`config.mk`:
```
export PLATFORM = sky130hd
export DESIGN_NAME = addr_par_hold_unit
export DESIGN_NICKNAME = d
export VERILOG_FILES = /design/src/rtl/addr_bus_pkg.sv /design/src/rtl/addr_drive.sv /design/src/rtl/inq_par_chk.sv /design/src/rtl/addr_par_hold_unit.sv
export SDC_FILE = /design/constraint.sdc
export NUM_CORES = 1
export LEC_CHECK = 0
export ABC_AREA = 1
export CAP_MARGIN = 20
export CORE_UTILIZATION = 40
export DETAILED_ROUTE_END_ITERATION = 8
export PLACE_DENSITY = 0.79
export SYNTH_ARGS = -nofsm -noshare
export SYNTH_HDL_FRONTEND = slang
export SYNTH_HIERARCHICAL = 1
export SYNTH_SLANG_ARGS = --single-unit
```
`constraint.sdc`:
```
create_clock -name clk -period 1.7 [get_ports clk]
set_clock_uncertainty 0.2 [all_clocks]
set_input_delay 0.34 -clock clk [delete_from_list [all_inputs] [get_ports clk]]
set_output_delay 0.34 -clock clk [all_outputs]
set_load 0.01 [all_outputs]
```
`src/rtl/addr_bus_pkg.sv`:
```
package addr_bus_pkg;

  // Parity fold of a zero-padded vector: 1 when the number of ones is odd.
  function automatic logic odd_ones(input logic [63:0] v);
    return ^v;
  endfunction

  // Clear bit `pos` of `v` when `en` is set.
  function automatic logic [63:0] drop_bit(input logic [63:0] v, input int unsigned pos,
                                           input logic en);
    logic [63:0] r;
    r = v;
    if (en) r[pos] = 1'b0;
    return r;
  endfunction

endpackage

```
`src/rtl/addr_drive.sv`:
```
module addr_drive
  import addr_bus_pkg::*;
#(
  parameter int unsigned AHI      = 31,
  parameter int unsigned ALO      = 3,
  parameter int unsigned WRAP_BIT = 20
) (
  input  logic                 clk,
  input  logic                 rst_n,
  input  logic                 dual_mode,
  input  logic [AHI-ALO:0]     core_addr,
  input  logic                 core_start,
  input  logic                 a20_mask_n,
  input  logic                 hold_req,
  output logic [AHI-ALO:0]     lookup_addr,
  output logic [AHI-ALO:0]     addr_out,
  output logic                 par_out,
  output logic                 addr_oe,
  output logic                 par_oe,
  output logic                 ads_n
);
  localparam int unsigned AW = AHI - ALO + 1;

  logic          wrap_active;
  logic [63:0]   wide_addr;
  logic [63:0]   masked_wide;
  logic          next_par;
  logic [AW-1:0] addr_q;
  logic          par_q;
  logic          ads_q;
  logic          oe_q;

  assign wrap_active = !a20_mask_n && !dual_mode;
  assign wide_addr   = 64'(core_addr) << ALO;
  assign masked_wide = drop_bit(wide_addr, WRAP_BIT, wrap_active);
  assign lookup_addr = masked_wide[AHI:ALO];
  assign next_par    = odd_ones(64'(lookup_addr));

  always_ff @(posedge clk) begin
    if (!rst_n) begin
      addr_q <= '0;
      par_q  <= 1'b0;
      ads_q  <= 1'b1;
      oe_q   <= 1'b0;
    end else begin
      if (core_start) begin
        addr_q <= lookup_addr;
        par_q  <= next_par;
      end
      ads_q <= !core_start;
      oe_q  <= !hold_req;
    end
  end

  assign addr_out = addr_q;
  assign par_out  = par_q;
  assign addr_oe  = oe_q;
  assign par_oe   = oe_q;
  assign ads_n    = ads_q;


  wrap_clears_chk: assert property (@(posedge clk) disable iff (!rst_n)
    wrap_active |-> !lookup_addr[WRAP_BIT-ALO]);

  even_par_chk: assert property (@(posedge clk) disable iff (!rst_n)
    par_oe |-> (odd_ones(64'(addr_out)) == par_out));

  hold_float_chk: assert property (@(posedge clk) disable iff (!rst_n)
    hold_req |=> (!addr_oe && !par_oe));

  strobe_pulse_chk: assert property (@(posedge clk) disable iff (!rst_n)
    core_start |=> !ads_n);
endmodule

```
`src/rtl/inq_par_chk.sv`:
```
module inq_par_chk
  import addr_bus_pkg::*;
#(
  parameter int unsigned AHI = 31,
  parameter int unsigned ILO = 5
) (
  input  logic             clk,
  input  logic             rst_n,
  input  logic [AHI-ILO:0] ext_addr,
  input  logic             ext_par,
  input  logic             eads_n,
  output logic             pchk_n
);
  logic bad_now;
  logic stage1_err;
  logic pchk_q;

  assign bad_now = !eads_n && (odd_ones(64'(ext_addr)) ^ ext_par);

  always_ff @(posedge clk) begin
    if (!rst_n) begin
      stage1_err <= 1'b0;
      pchk_q     <= 1'b1;
    end else begin
      stage1_err <= bad_now;
      pchk_q     <= !stage1_err;
    end
  end

  assign pchk_n = pchk_q;


  err_capture_chk: assert property (@(posedge clk) disable iff (!rst_n)
    bad_now |=> stage1_err);

  err_report_chk: assert property (@(posedge clk) disable iff (!rst_n)
    stage1_err |=> !pchk_n);

  one_clock_pulse_chk: assert property (@(posedge clk) disable iff (!rst_n)
    (!pchk_n && !stage1_err) |=> pchk_n);
endmodule

```
`src/rtl/addr_par_hold_unit.sv`:
```
module addr_par_hold_unit #(
  parameter int unsigned AHI      = 31,
  parameter int unsigned ALO      = 3,
  parameter int unsigned ILO      = 5,
  parameter int unsigned WRAP_BIT = 20
) (
  input  logic             clk,
  input  logic             rst_n,
  input  logic             dual_cfg,
  input  logic [AHI-ALO:0] core_addr,
  input  logic             core_start,
  input  logic             a20_mask_n,
  input  logic             hold_req,
  output logic [AHI-ALO:0] lookup_addr,
  output logic [AHI-ALO:0] addr_out,
  output logic             addr_oe,
  output logic             par_out,
  output logic             par_oe,
  output logic             ads_n,
  input  logic [AHI-ILO:0] ext_addr,
  input  logic             ext_par,
  input  logic             eads_n,
  output logic             pchk_n
);
  logic dual_q;

  always_ff @(posedge clk) begin
    if (!rst_n) dual_q <= dual_cfg;
  end

  addr_drive #(.AHI(AHI), .ALO(ALO), .WRAP_BIT(WRAP_BIT)) u_drive (
    .clk        (clk),
    .rst_n      (rst_n),
    .dual_mode  (dual_q),
    .core_addr  (core_addr),
    .core_start (core_start),
    .a20_mask_n (a20_mask_n),
    .hold_req   (hold_req),
    .lookup_addr(lookup_addr),
    .addr_out   (addr_out),
    .par_out    (par_out),
    .addr_oe    (addr_oe),
    .par_oe     (par_oe),
    .ads_n      (ads_n)
  );

  inq_par_chk #(.AHI(AHI), .ILO(ILO)) u_inq (
    .clk     (clk),
    .rst_n   (rst_n),
    .ext_addr(ext_addr),
    .ext_par (ext_par),
    .eads_n  (eads_n),
    .pchk_n  (pchk_n)
  );


  cfg_frozen_chk: assert property (@(posedge clk) disable iff (!rst_n)
    rst_n |=> $stable(dual_q));
endmodule

```
==> Implementation_results.wiki, run 1 <==
{| class="wikitable"
! Metric !! Value
|-
| Outcome || completed
|-
| Syn Inst Count || 473
|-
| Post-layout net count || 659
|-
| Static Leakage || 2.684 nW
|-
| Number of flops mapped to enable cells by yosys || 1
|-
| Number of DRC violations after detailed-routing iteration 0 || 123
|-
| Total number of yosys warnings || 6
|-
| Global routing usage on met1 || 0.2187
|-
| Max-cap violations || 0
|-
| Die span in y || 83.20 um
|-
| Unrepaired setup endpoints after global routing || yes
|-
| Final setup TNS || 0 ns
|-
| Final critical path time including I/O delays and setup || 1.613 ns
|-
| Core occupancy in the finished layout || 0.6441
|-
| Post-synthesis sequential area ratio || 0.2694
|-
| DRC violations left || 0
|-
| Starting density of the core || 0.4154
|-
| Final worst path period share || 0.9489
|-
| Headroom to the max-slew limit || 0.8504
|-
| Most used standard cells in the synthesized netlist || sky130_fd_sc_hd__nand2_1 (230), sky130_fd_sc_hd__inv_1 (56), sky130_fd_sc_hd__dfxtp_1 (34), sky130_fd_sc_hd__buf_4 (29), sky130_fd_sc_hd__o21ai_0 (29)
|-
| Die boundary width || 83.20 um
|-
| Count of final hold-check violations || 0
|-
| Highest clock rate || 619.9 MHz
|-
| Number of placed instances, taps included || 665
|-
| CTS root buffer || sky130_fd_sc_hd__clkbuf_8
|-
| Critical path launch point type || primary input
|-
| Synth Register Bits || 35
|-
| Clock buffer count from CTS || 5
|-
| Post-synth top flop || sky130_fd_sc_hd__dfxtp_1
|-
| Cell variety after synth || 20
|-
| Cell Pwr Density || 576.5 mW/mm2
|-
| Cell area after synthesis || 0.002638 mm2
|-
| Area leader, netlist || sky130_fd_sc_hd__nand2_1
|-
| Class of the worst hold path || flip-flop to flip-flop
|-
| Sum of net half-perimeters after detailed placement || 5246 um
|-
| Total vias in the final route || 3,082
|-
| Global-route wire length before repair || 11,670 um
|-
| GRT overflow || 0
|-
| Number of standard-cell rows in the floorplan || 29
|-
| CTS HTree Levels || 2
|-
| Worst R2R Path Depth || 15
|-
| Worst Path Max Fanout || 2
|-
| Residual antenna-violating net count after detailed routing || 0
|-
| Per-instance average area after synthesis || 5.576 um2
|-
| Sinks on the clock net || 35
|-
| Path type of the worst setup path || primary input to flip-flop
|-
| Number of placed I/O pins || 127
|-
| GP Congestion || 0.7300
|-
| Worst Slack Setup Final || 0.08680 ns
|-
| Setup violators final || 0
|-
| Antenna violations before repair || 0
|-
| Syn nets || 537
|-
| CTS tree || yes
|-
| Finished Layout Cells || 673
|-
| Vias in the first global route || 2,916
|-
| Post-synth top area share || 0.3273
|-
| Pins over their slew limit || 0
|-
| Diodes inserted || 0
|-
| Instance area after placement || 0.003955 mm2
|-
| Most common cell in the synthesized netlist || sky130_fd_sc_hd__nand2_1
|-
| Worst hold margin || 0.1644 ns
|-
| Count of TritonRoute iterations in the first routing pass || 6
|-
| DRT Wirelength || 6874 um
|-
| Largest vdd supply drop || 0.3132 mV
|-
| Number of fillers in the final layout || 604
|-
| Core Region || 0.006350 mm2
|-
| Worst setup slack before clock tree synthesis || -0.3695 ns
|-
| Global-route usage over all layers || 0.1981
|-
| Maximum root-to-sink buffer count || 2
|-
| Top cells by area, synth || sky130_fd_sc_hd__nand2_1 (33%), sky130_fd_sc_hd__dfxtp_1 (26%), sky130_fd_sc_hd__buf_4 (8.3%)
|-
| Total power after layout || 2.358 mW
|-
| Worst-path clk slew || 0.07 ns
|-
| Data arrival at the endpoint of the critical path || 1.58 ns
|-
| Met2 global-route usage || 0.3785
|-
| Avg Vias per Cell || 4.579
|-
| Transition time at the pin with the least slew margin || 0.2244 ns
|-
| Final design instance area without fill || 0.004090 mm2
|-
| Fraction of layout cells with a size suffix above 1 || 0.1258
|-
| Most crowded layer after global routing || met2
|-
| Largest net degree at the start of global routing || 60
|-
| Area growth, synth to finish || 55.08%
|-
| IO buf count || 126
|-
| Worst skew pair latency || 0.28 ns
|-
| Hold path cells || 1
|-
| Critical Path RT || 1.67 ns
|-
| Detail-routed net length per standard cell || 10.21 um
|-
| Asr flop ratio synth || 0
|-
| Total die area || 0.006922 mm2
|-
| GR Layer Usage met3 || 0.03181
|-
| Capturing element type of the critical path || flip-flop
|}
## layout by cell type (no fill, tap or decap), types with 2 or more instances in the layout
| cell | count |
|---|---|
| sky130_fd_sc_hd__dfxtp_1 | 34 |
| sky130_fd_sc_hd__inv_1 | 54 |
| sky130_fd_sc_hd__clkdlybuf4s15_2 | 2 |
| sky130_fd_sc_hd__nand2_1 | 224 |
| sky130_fd_sc_hd__inv_2 | 16 |
| sky130_fd_sc_hd__nor2_1 | 14 |
| sky130_fd_sc_hd__nor2_2 | 2 |
| sky130_fd_sc_hd__nand2_2 | 14 |
| sky130_fd_sc_hd__clkdlybuf4s50_1 | 15 |
| sky130_fd_sc_hd__clkbuf_8 | 5 |
| sky130_fd_sc_hd__clkdlybuf4s15_1 | 12 |
| sky130_fd_sc_hd__buf_12 | 2 |
| sky130_fd_sc_hd__nand3_2 | 2 |
| sky130_fd_sc_hd__o21ai_0 | 29 |
| sky130_fd_sc_hd__dlymetal6s2s_1 | 34 |
| sky130_fd_sc_hd__dlygate4sd2_1 | 61 |
| sky130_fd_sc_hd__buf_4 | 24 |
| sky130_fd_sc_hd__nand3_1 | 11 |
| sky130_fd_sc_hd__a21oi_1 | 27 |
## cells by family (layout without fill, tap and decap cells)
| kind of cell | after synthesis | count (layout) | synth area share |
|---|---|---|---|
| AOI/OAI and AO/OA | 57 | 57 | 0.1091 |
| DFF | 35 | 35 | 0.2694 |
| buffers and inverters | 108 | 231 | 0.1992 |
| and+or+nand+nor | 268 | 268 | 0.3985 |
| xor gates and xnor gates | 5 | 5 | 0.02372 |
## layer usage
metal,wire length (um),vias to the layer above
li1,-,1636
met1,2923,1351
met2,3535,87
met3,319,8
met4,95,0
met5,0,-
## path summary, 6_finish.rpt
| path | startpoint | to | slack (ns) |
|---|---|---|---|
| worst max-delay path | ext_addr[26] | u_inq/stage1_err$_SDFF_PN0_ | 0.09 |
| worst min-delay path | u_inq/stage1_err$_SDFF_PN0_ | u_inq/pchk_n$_SDFF_PN1_ | 0.16 |
| worst max register to register | dual_q$_DFFE_PN_ | u_drive/par_out$_SDFFE_PN0P_ | 0.11 |
| worst min register to register | u_inq/stage1_err$_SDFF_PN0_ | u_inq/pchk_n$_SDFF_PN1_ | 0.16 |
## worst max-delay path, cell delays in order
cell and delay (ns):
sky130_fd_sc_hd__clkdlybuf4s50_1 0.50, sky130_fd_sc_hd__xor2_2 0.19, sky130_fd_sc_hd__nand3_1 0.10, sky130_fd_sc_hd__nand2_1 0.10, sky130_fd_sc_hd__inv_1 0.04, sky130_fd_sc_hd__nand2_1 0.06
sky130_fd_sc_hd__nand2_1 0.07, sky130_fd_sc_hd__o21bai_1 0.14, sky130_fd_sc_hd__nor2_1 0.05
## flip-flops by register name, indices dropped and copies added (netlist names)
register / flops
u_drive/addr_oe: 1
u_drive/ads_n: 1
u_drive/addr_out: 29
u_inq/pchk_n: 1
dual_q: 1
u_inq/stage1_err: 1
u_drive/par_out: 1
## report_power, final
part,switching [mW],internal (mW),leakage [nW]
combinational,0.459,0.410,2.35
sequential,0.0235,0.883,0.292
clock,0.296,0.286,0.0412
## area by class of cell
type,instances,area [um2],share of cell area
timing repair buffer,153,1494,0.3652
multi-input combinational,330,1441,0.3524
sequential,35,710.7,0.1738
inverter,70,262.8,0.06424
tap,77,96.34,0.02355
clock buffer,6,72.57,0.01774
clock inverter,2,12.51,0.003059
## repair_timing
action	in CTS	in global routing
gates resized for setup	92	49
hold buffers	0	0
setup endpoints to repair	50	18
buffers inserted	0	0
pin swaps	7	9
Note: power is estimated with default switching activity, not from simulation.
==> run 2, diff against run 1 <==
Settings changed: CORE_UTILIZATION 40 to 37, PLACE_DENSITY 0.79 to 0.77.
Clock period 1.7 ns to 1.44 ns, I/O delays scaled along.
==> run 2 against run 1 <==
Against the previous run: the flow now finishes with violations (negative setup slack); global-route usage decreased by 2.4 points; total power increased by 17%; register-to-register slack got worse by 0.20 ns; sequential power increased by 18%; sequential share of layout area increased by 0.25 points; first-iteration DRC count decreased by 61%; critical endpoint is now u_drive/par_out$_SDFFE_PN0P_; largest power group unchanged.
==> Implementation_results.wiki, run 2 (synthesis results as in run 1) <==
{| class="wikitable"
! Metric !! Value
|-
| Outcome || complete, but fails checks
|-
| Failing checks || negative setup slack
|-
| Critical path launch point type || flip-flop
|-
| Area growth, synth to finish || 52.89%
|-
| Largest vdd supply drop || 0.4747 mV
|-
| CTS tree || yes
|-
| Class of the worst hold path || flip-flop to flip-flop
|-
| Unrepaired setup endpoints after global routing || yes
|-
| Final critical path time including I/O delays and setup || 1.533 ns
|-
| Maximum root-to-sink buffer count || 2
|-
| Worst skew pair latency || 0.27 ns
|-
| Number of standard-cell rows in the floorplan || 30
|-
| Crit path top cell by count || sky130_fd_sc_hd__nand2_2
|-
| Number of DRC violations after detailed-routing iteration 0 || 48
|-
| Post-layout net count || 661
|-
| Final worst path period share || 1.064
|-
| Worst-path clk slew || 0.07 ns
|-
| Worst Path Max Fanout || 3
|-
| Worst Slack Setup Final || -0.09282 ns
|-
| Diodes inserted || 0
|-
| Global-route usage over all layers || 0.1740
|-
| Capturing element type of the critical path || flip-flop
|-
| Static Leakage || 2.392 nW
|-
| Core Region || 0.006832 mm2
|-
| Avg Vias per Cell || 4.379
|-
| Antenna violations before repair || 0
|-
| Cell Pwr Density || 685.0 mW/mm2
|-
| Starting density of the core || 0.3861
|-
| Vias in the first global route || 2,690
|-
| Family with the most delay on the worst path || simple AND/OR/NAND/NOR gates
|-
| DRT Wirelength || 6622 um
|-
| Die boundary width || 86.43 um
|-
| Total vias in the final route || 3,039
|-
| Clock buffer count from CTS || 5
|-
| Worst setup slack before clock tree synthesis || -0.5927 ns
|-
| CTS root buffer || sky130_fd_sc_hd__clkbuf_8
|-
| Number of placed I/O pins || 127
|-
| Global-route wire length before repair || 10,660 um
|-
| Cell with the biggest individual delay on the critical path || sky130_fd_sc_hd__edfxtp_1
|-
| Highest clock rate || 652.4 MHz
|-
| Instance area after placement || 0.003986 mm2
|-
| Setup violators final || 2
|-
| DRC violations left || 0
|-
| Crit path largest cell delay || 0.36 ns
|-
| Count of final hold-check violations || 0
|-
| CTS HTree Levels || 2
|-
| Headroom to the max-slew limit || 0.8528
|-
| Final design instance area without fill || 0.004033 mm2
|-
| Count of TritonRoute iterations in the first routing pass || 4
|-
| Critical Path RT || 1.42 ns
|-
| Largest net degree at the start of global routing || 60
|-
| Data arrival at the endpoint of the critical path || 1.51 ns
|-
| GRT overflow || 0
|-
| GP Congestion || 0.7415
|-
| Transition time at the pin with the least slew margin || 0.2208 ns
|-
| Flip-flop count of the largest register after layout || 29
|-
| Total die area || 0.007470 mm2
|-
| Die span in y || 86.43 um
|-
| IO buf count || 126
|-
| Detail-routed net length per standard cell || 9.542 um
|-
| Max-cap violations || 0
|-
| Most common cell after layout, fill and taps aside || sky130_fd_sc_hd__nand2_1
|-
| Most frequent cells in the layout || sky130_fd_sc_hd__nand2_1 (199), sky130_fd_sc_hd__dlygate4sd2_1 (78), sky130_fd_sc_hd__inv_1 (51)
|-
| Sum of buffers and inverters on the critical path || 3
|-
| Fraction of layout cells with a size suffix above 1 || 0.2324
|-
| Residual antenna-violating net count after detailed routing || 0
|-
| Path type of the worst setup path || flip-flop to flip-flop
|-
| Sinks on the clock net || 35
|-
| Cell Chain, Critical Path || inv_1 > nand2_2 > nand2_2 > nand2_2 > nand2_2 > nand3_2 > nand2_2 > inv_2 > nand2_1 > nand2_1 > nand2_1 > nand3_1 > nand2_1 > inv_1
|-
| Pins over their slew limit || 0
|-
| Sum of net half-perimeters after detailed placement || 5282 um
|}
==> run 2: cell count changes in the layout (fill, tap and decap cells not counted), sizes merged <==
cell           delta
dlygate4sd2      +17
clkdlybuf4s50    -11
clkbuf           +12
buf               +8
clkinvlp          -1
clkdlybuf4s15    +11
dlymetal6s2s     -34
==> run 2: cell type report <==
type / count / area (um2)
Timing Repair Buffer: 155 / 1329
Clock buffer: 7 / 76.32
Multi-Input combinational cell: 330 / 1529
Tap cell: 96 / 120.1
Sequential cell: 35 / 710.7
Clock inverter: 1 / 5.005
Inverter: 70 / 262.8
Fill cell: 688 / 2799
==> run 2: worst paths after layout <==
check                                   start                            to  slack, ns  depth (start not counted)
setup / recovery             dual_q$_DFFE_PN_  u_drive/par_out$_SDFFE_PN0P_      -0.09                         14
hold / removal    u_inq/stage1_err$_SDFF_PN0_       u_inq/pchk_n$_SDFF_PN1_       0.16                          1
setup reg to reg             dual_q$_DFFE_PN_  u_drive/par_out$_SDFFE_PN0P_      -0.09                         14
hold reg to reg   u_inq/stage1_err$_SDFF_PN0_       u_inq/pchk_n$_SDFF_PN1_       0.16                          1
==> run 2: power by group <==
part	internal, mW	switching (mW)	total, mW
sequential	1.04	0.0274	1.07
combinational	0.470	0.560	1.03
clock	0.339	0.322	0.661
==> run 2: through the flow <==
stage	TNS, ns	instances	util	power [mW]	hold WS, ns
2_1_floorplan	0	473	-	1.673	0.1434
6_report	-0.1535	694	0.5903	2.762	0.1645
3_3_place_gp	-13.99	685	0.5835	2.162	0.1460
4_1_cts	-0.1787	694	0.5832	2.770	0.1717
3_5_place_dp	-14.76	685	0.5835	2.193	0.1561
5_1_grt	-0.3173	694	0.5903	2.975	0.2004
==> run 2: per-layer routing <==
metal | vias to the layer above | part of all wire | GRT usage
met5 | - | 0 | 0
met4 | 0 | 0.0076 | 0.03636
met3 | 4 | 0.042 | 0.02952
met2 | 65 | 0.53 | 0.3377
met1 | 1320 | 0.42 | 0.1978
li1 | 1650 | - | -
==> run 2: repair_timing <==
item                                    in CTS  in global routing
pin swaps                                   23                 33
setup buffers                                1                  0
gates resized for setup                    182                 68
hold buffers                                 0                  0
endpoints found under the setup margin      65                  3
gates cloned                                 0                  0
